$ cat src/rtl/spi_evt_pkg.sv
package spi_evt_pkg;
  localparam int NUM_EV   = 9;
  localparam int EV_MDONE = 0;
  localparam int EV_SDONE = 1;
  localparam int EV_TXUND = 2;
  localparam int EV_TXOVF = 3;
  localparam int EV_TXREQ = 4;
  localparam int EV_RXUND = 5;
  localparam int EV_RXOVF = 6;
  localparam int EV_RXREQ = 7;
  localparam int EV_MMERR = 8;
  typedef logic [NUM_EV-1:0] evt_vec_t;
  localparam evt_vec_t REQ_BITS = evt_vec_t'((1 << EV_TXREQ) | (1 << EV_RXREQ));
endpackage

$ cat src/rtl/spi_evt_fifo_req.sv
module spi_evt_fifo_req #(
  parameter int FIFO_DEPTH = 16,
  parameter int LVL_W      = $clog2(FIFO_DEPTH + 1)
) (
  input  logic [LVL_W-1:0] rx_level_i,
  input  logic [LVL_W-1:0] tx_level_i,
  input  logic [LVL_W-1:0] rx_thr_i,
  input  logic [LVL_W-1:0] tx_thr_i,
  output logic             rx_req_o,
  output logic             tx_req_o,
  output logic             rx_empty_o,
  output logic             tx_full_o
);
  localparam logic [LVL_W-1:0] FULL_LVL = LVL_W'(FIFO_DEPTH);

  always_comb begin
    rx_req_o   = (rx_level_i >= rx_thr_i);
    tx_req_o   = (tx_level_i <= tx_thr_i);
    rx_empty_o = (rx_level_i == '0);
    tx_full_o  = (tx_level_i == FULL_LVL);
  end
endmodule

$ cat src/rtl/spi_evt_bit.sv
module spi_evt_bit (
  input  logic clk,
  input  logic rst_n,
  input  logic set_i,
  input  logic clr_i,
  output logic q_o
);
  logic q_nxt;
  logic q_en;

  // a set at the same edge as a clear leaves the bit set
  always_comb begin
    q_en  = set_i | clr_i;
    q_nxt = set_i | (q_o & ~clr_i);
  end

  always_ff @(posedge clk or negedge rst_n) begin
    if (!rst_n)    q_o <= 1'b0;
    else if (q_en) q_o <= q_nxt;
  end
endmodule

$ cat src/rtl/spi_evt_mask.sv
module spi_evt_mask #(
  parameter int W = 9
) (
  input  logic         clk,
  input  logic         rst_n,
  input  logic         we_i,
  input  logic [W-1:0] wdata_i,
  output logic [W-1:0] q_o
);
  logic [W-1:0] q_nxt;

  always_comb q_nxt = wdata_i;

  always_ff @(posedge clk or negedge rst_n) begin
    if (!rst_n)    q_o <= '1;
    else if (we_i) q_o <= q_nxt;
  end
endmodule

$ cat src/rtl/spi_evt_irq.sv
module spi_evt_irq
  import spi_evt_pkg::*;
#(
  parameter int FIFO_DEPTH = 16,
  parameter int LVL_W      = $clog2(FIFO_DEPTH + 1)
) (
  input  logic              clk,
  input  logic              rst_n,
  input  logic [NUM_EV-1:0] ev_pulse_i,
  input  logic [LVL_W-1:0]  rx_level_i,
  input  logic [LVL_W-1:0]  tx_level_i,
  input  logic [LVL_W-1:0]  rx_thr_i,
  input  logic [LVL_W-1:0]  tx_thr_i,
  input  logic              reg_we_i,
  input  logic              reg_addr_i,
  input  logic [NUM_EV-1:0] reg_wdata_i,
  output logic [NUM_EV-1:0] event_o,
  output logic [NUM_EV-1:0] mask_o,
  output logic              irq_o,
  output logic              irq_pend_o,
  output logic              rx_empty_o,
  output logic              tx_full_o
);
  logic     rx_req, tx_req;
  evt_vec_t set_vec, clr_vec;
  logic     mask_we;
  logic     irq_nxt;

  spi_evt_fifo_req #(.FIFO_DEPTH(FIFO_DEPTH), .LVL_W(LVL_W)) u_req (
    .rx_level_i (rx_level_i),
    .tx_level_i (tx_level_i),
    .rx_thr_i   (rx_thr_i),
    .tx_thr_i   (tx_thr_i),
    .rx_req_o   (rx_req),
    .tx_req_o   (tx_req),
    .rx_empty_o (rx_empty_o),
    .tx_full_o  (tx_full_o)
  );

  always_comb begin
    set_vec           = ev_pulse_i;
    set_vec[EV_RXREQ] = ev_pulse_i[EV_RXREQ] | rx_req;
    set_vec[EV_TXREQ] = ev_pulse_i[EV_TXREQ] | tx_req;
    clr_vec           = (reg_we_i && !reg_addr_i) ? reg_wdata_i : '0;
    mask_we           = reg_we_i && reg_addr_i;
  end

  for (genvar i = 0; i < NUM_EV; i++) begin : g_evt
    spi_evt_bit u_bit (
      .clk   (clk),
      .rst_n (rst_n),
      .set_i (set_vec[i]),
      .clr_i (clr_vec[i]),
      .q_o   (event_o[i])
    );
  end

  spi_evt_mask #(.W(NUM_EV)) u_mask (
    .clk     (clk),
    .rst_n   (rst_n),
    .we_i    (mask_we),
    .wdata_i (reg_wdata_i),
    .q_o     (mask_o)
  );

  always_comb begin
    irq_pend_o = |(event_o & ~mask_o);
    irq_nxt    = irq_pend_o;
  end

  always_ff @(posedge clk or negedge rst_n) begin
    if (!rst_n) irq_o <= 1'b0;
    else        irq_o <= irq_nxt;
  end
endmodule

$ cat config.mk
export PLATFORM = sky130hd
export DESIGN_NAME = spi_evt_irq
export DESIGN_NICKNAME = d
export VERILOG_FILES = /design/src/rtl/spi_evt_pkg.sv /design/src/rtl/spi_evt_fifo_req.sv /design/src/rtl/spi_evt_bit.sv /design/src/rtl/spi_evt_mask.sv /design/src/rtl/spi_evt_irq.sv
export SDC_FILE = /design/constraint.sdc
export NUM_CORES = 1
export LEC_CHECK = 0
export BUFFER_PORTS_ARGS = -buffer_cell sky130_fd_sc_hd__buf_2
export CAP_MARGIN = 20
export CORE_MARGIN = 1
export CORE_UTILIZATION = 25
export CTS_CLUSTER_DIAMETER = 80
export DETAILED_ROUTE_END_ITERATION = 10
export PLACE_DENSITY = 0.61
export SYNTH_ARGS = -nofsm -noshare
export SYNTH_HDL_FRONTEND = slang
export SYNTH_HIERARCHICAL = 1
export SYNTH_SLANG_ARGS = --single-unit
$ cat constraint.sdc
create_clock -name clk -period 1.2 [get_ports clk]
set_input_delay 0.18 -clock clk [delete_from_list [all_inputs] [get_ports clk]]
set_output_delay 0.18 -clock clk [all_outputs]
set_load 0.1 [all_outputs]
* Yosys cells after proc, flatten, opt, wreduce, memory -nomap -nowiden
Index checks and enable logic that the tools add are counted.
Word-level totals: input bits 42, logic and storage cells 60, register bits after elaboration 19, output and inout bits 22
Operators by class: bitwise logic cells 40, order comparisons 2, reduce and logical (&&, ||, !) cells 5, equality and inequality tests 1, muxes and demuxes 1
Operators with widths (count):
- 1-bit OR | 20
- 1-bit bitwise AND | 9
- 9-bit bitwise AND | 1
- 9-bit two-way mux | 1
- 1-bit NOT | 9
- 9-bit NOT | 1
- 9-bit OR reduction | 1
- 5-bit equality test, second input constant | 1
- 5-bit >= comparator | 1
- 5-bit <= comparator | 1
- 5-bit zero test | 1
- 1-bit logical AND | 2
- 1-bit zero test | 1

* Logic depth before layout (Yosys ltp)
word-level depth 6, depth in mapped cells 8, gate-level depth less buffers 8

* Hierarchy
The synthesis kept the hierarchy.
Modules (own cells, without submodules):
- spi_evt_mask | area an instance 382.9 um2, instances 1, cells an instance 19, seq. area each 236.5 um2
- spi_evt_bit | area an instance 36.3 um2, instances 9, cells an instance 3, seq. area each 25.0 um2
- spi_evt_fifo_req | area an instance 260.2 um2, instances 1, cells an instance 36, seq. area each 0.0 um2
- spi_evt_irq | area an instance 193.9 um2, instances 1, cells an instance 27, seq. area each 25.0 um2

* Least setup slack after synthesis
No wires, ideal clock.
path kind reg2reg, start register g_evt[4].u_bit.q_o, end register irq_o, data arrival time 2129 ps, cell stages (with the launch flop) 4, library setup time 468 ps, path buffers 0, clock period less this slack 2597 ps, required time 732 ps, slack -1397 ps, cell sequence dfrtp_1 -> nor2b_4 -> a2111oi_2 -> nand3_1
Between the ends: cells in the longest elaborated chain, start to end 2
Ends and longest elaborated chain:
- start: declaration | RTL line spi_evt_bit.sv:6 | output logic q_o
- start signal: assignment | RTL line spi_evt_bit.sv:19 | else if (q_en) q_o <= q_nxt;
- 9-bit bitwise AND | RTL line spi_evt_irq.sv:67 | irq_pend_o = |(event_o & ~mask_o);
- 9-bit OR reduction | RTL line spi_evt_irq.sv:67
- via irq_pend_o | RTL line spi_evt_irq.sv:20 | output logic irq_pend_o,
- end signal: assignment | RTL line spi_evt_irq.sv:73 | else irq_o <= irq_nxt;
- end: declaration | RTL line spi_evt_irq.sv:19 | output logic irq_o,
The timed path passes the listed nets, and every way through them passes these cells. A chain may end at the register's enable or synchronous reset.

* Worst setup path in the final report
start register u_mask.q_o[0], end output irq_pend_o
Between the ends: cells in the longest elaborated chain, start to end 3
Ends and longest elaborated chain:
- start: declaration | RTL line spi_evt_mask.sv:8 | output logic [W-1:0] q_o
- start signal: assignment | RTL line spi_evt_mask.sv:16 | else if (we_i) q_o <= q_nxt;
- 9-bit NOT | RTL line spi_evt_irq.sv:67
- 9-bit bitwise AND | RTL line spi_evt_irq.sv:67
- 9-bit OR reduction | RTL line spi_evt_irq.sv:67
- end: declaration | RTL line spi_evt_irq.sv:20
Every way passes these cells.

==> impl_metrics.json <==
{
  "highest_layer": "met4",
  "antenna_found_initial": 0,
  "async_reset_ff_frac": 1.00,
  "avgViaCountPerCell": 4.33,
  "yosysMostFrequentCell": "inv_1",
  "rows": 24,
  "r2r_slack_ns": -0.11,
  "synth_flop_cell": "dfrtp_1",
  "violations": "negative setup slack",
  "grt_max_degree": 20,
  "instances_no_fill": 254,
  "layout-drive-gt1-share": 0.683,
  "r2r_cells": 4,
  "antenna_cells": 0,
  "synth_top_family_by_area": "simple AND/OR/NAND/NOR gates",
  "avgRoutedWirePerCell_um": 11.8,
  "yosysTopAreaCell": "dfrtp_1",
  "ys_types": 27,
  "synth-edff-count": 0,
  "reg2reg_to": "irq_o",
  "yosys.area_share.xor_xnor": 0,
  "synth-seq-area-share": 0.418,
  "grt_pass1_wl_um": 5150,
  "reg2reg_from": "u_mask/q_o[0]",
  "track_usage": 0.132,
  "setup_viol": 13,
  "synth_fa_ha_area_frac": 0.108,
  "irDropWorstVdd_mv": 0.508,
  "synth_simple_gate_area_frac": 0.137,
  "synth.top_cell.area_share": 0.215,
  "period_needed_ns": 1.79,
  "finalWeightedCongestion": 0.690,
  "syn_inst": 109,
  "drt_iter0_drc": 20,
  "drc": 0,
  "crit_end": "irq_pend_o",
  "cts.path.max_buffers": 2,
  "holdCritPathClass": "in2reg",
  "pre_cts_ws_ns": -0.442,
  "end_kind": "output port",
  "wl_um": 3000,
  "path_class": "reg2out",
  "crit_fanout": 2,
  "hpwl_um": 2400,
  "synth_compound_area_frac": 0.128,
  "cts_tree": "done",
  "via_count": 1099,
  "status": "complete, but fails checks",
  "synthTopCellsByCount": "26 x inv_1, 11 x and2_1, 10 x a21o_1, 10 x dfrtp_1, 10 x ha_1",
  "start_util": 0.264,
  "drt_pass1_iterations": 4,
  "slew_headroom": 0.558,
  "die_h_um": 70.2,
  "clock_skew_ns": 0.00675,
  "hold_viol": 0,
  "arrival_ns": 1.61,
  "cts_max_level": 1,
  "dieWidth_um": 70.2,
  "synth_seq_cells": 19,
  "crit_path_start": "u_mask/q_o[0]",
  "met1_length_um": 1220,
  "cap_violations": 0,
  "worst_slew_pin_slew_ns": 0.663,
  "root_buffer": "clkbuf_8",
  "grt_overflow": 0,
  "muxShareOfSynthArea": 0.116,
  "power.density_nw_per_um2": 1090,
  "insertion_delay_ns": 0.25,
  "drv_slew": 0,
  "syn_area_per_cell_um2": 10.7,
  "cts_sinks": 19,
  "fin_nets": 255,
  "p_leak_nw": 1.10,
  "fmax_ghz": 0.557,
  "ios": 64,
  "start_kind": "register",
  "hold-path-cell-count": 2,
  "met2RoutedLength_um": 1480,
  "portBuffers": 63,
  "routed-wl-met3_um": 232,
  "area_growth_pct": 101,
  "finalSetupTns_ns": -1.67,
  "grt_pass1_vias": 1188,
  "final.setup.worst_slack_ns": -0.594,
  "ant_nets": 0,
  "syn_area_um2": 1160,
  "synth_area_leaders": "dfrtp_1 22%, dfstp_2 20%, mux2_4 12%",
  "crit_required_ns": 1.02,
  "die-area_um2": 4930,
  "timing.hold.ws_ns": 0.0963,
  "period_share": 1.50,
  "syn_nets": 161,
  "numCtsBuffers": 3,
  "place_inst": 247,
  "yosys_warnings": 6,
  "coreArea_um2": 4410,
  "cts.clk_slew.worst_paths_ns": 0.07,
  "rsz0062_at_grt": "yes"
}
-- power by group --
part           leakage, nW  internal, mW  total [mW]  switching [mW]
clock network       0.0228         0.236       0.439           0.203
logic                0.892         0.591        1.31           0.723
registers            0.188         0.755       0.800          0.0449
-- routing by layer --
layer	vias to the layer above	global-route usage
met5	-	0
met4	0	0.0533
met3	7	0.0433
met2	45	0.230
met1	504	0.146
li1	543	-
-- stage by stage --
step           utilization  total power, mW  area, um^2
2_1_floorplan            -             1.53        1310
6_report             0.530             2.55        2340
3_3_place_gp         0.493             2.05        2180
4_1_cts              0.520             2.54        2300
5_1_grt              0.530             2.67        2340
3_5_place_dp         0.493             2.06        2180
-- critical path: stages, from the launching register on --
cell and delay [ns]:
dfstp_4 0.62, inv_2 0.03, a222oi_1 0.29, buf_4 0.17
nand3_4 0.06, buf_12 0.18
-- placed cells by master (no fill, tap or decap), types with 2 or more instances in the layout --
master    netlist  layout
nor2b_1         2       2
inv_1          26      18
ha_4            0       5
ha_1           10       5
dfrtp_1        10       4
and2_1         11      10
buf_4           0      16
dfstp_2         9       3
mux2_4          9       9
buf_2           0      37
a21o_1         10      10
clkbuf_8        0       3
dfrtp_2         0       6
inv_2           0       7
or2_1           2       2
buf_6           1      14
dfstp_4         0       6
buf_12          0      22
-- worst min path at each step --
stage,start,to
final,ev_pulse_i[1],g_evt[1].u_bit/q_o
after global routing,ev_pulse_i[0],g_evt[0].u_bit/q_o
after CTS,ev_pulse_i[1],g_evt[1].u_bit/q_o
after detailed placement,rst_n,irq_o
after global placement,rst_n,irq_o
after floorplan,rst_n,g_evt[0].u_bit/q_o
-- logic make-up (layout without fill, tap and decap cells) --
kind of cell / Yosys count / in the layout
adders and majority gates: 10 / 10
and+or+nand+nor: 25 / 25
muxes: 9 / 9
DFF: 19 / 19
buffers and inverters: 27 / 120
AOI/OAI and AO/OA: 19 / 19
-- sequential cells by signal, summed over array words and instances (netlist names) --
signal	flops
irq_o	1
g_evt.u_bit/q_o	9
u_mask/q_o	9
-- final cells by class --
| type | count | area, um^2 |
|---|---|---|
| Fill cell | 376 | 2070 |
| Timing Repair Buffer | 90 | 913 |
| Multi-Input combinational cell | 63 | 697 |
| Sequential cell | 19 | 517 |
| Inverter | 26 | 103 |
| Tap cell | 52 | 65.1 |
| Clock buffer | 4 | 45.0 |
-- what timing repair did --
item                                    CTS  global route
hold endpoints to repair                 10             0
endpoints found under the setup margin   14            15
buffers inserted                          1             2
hold buffers                              1             0
resized for setup                        14             9
pin swaps                                 3             3
No activity file was read; power rests on OpenSTA's default activity.
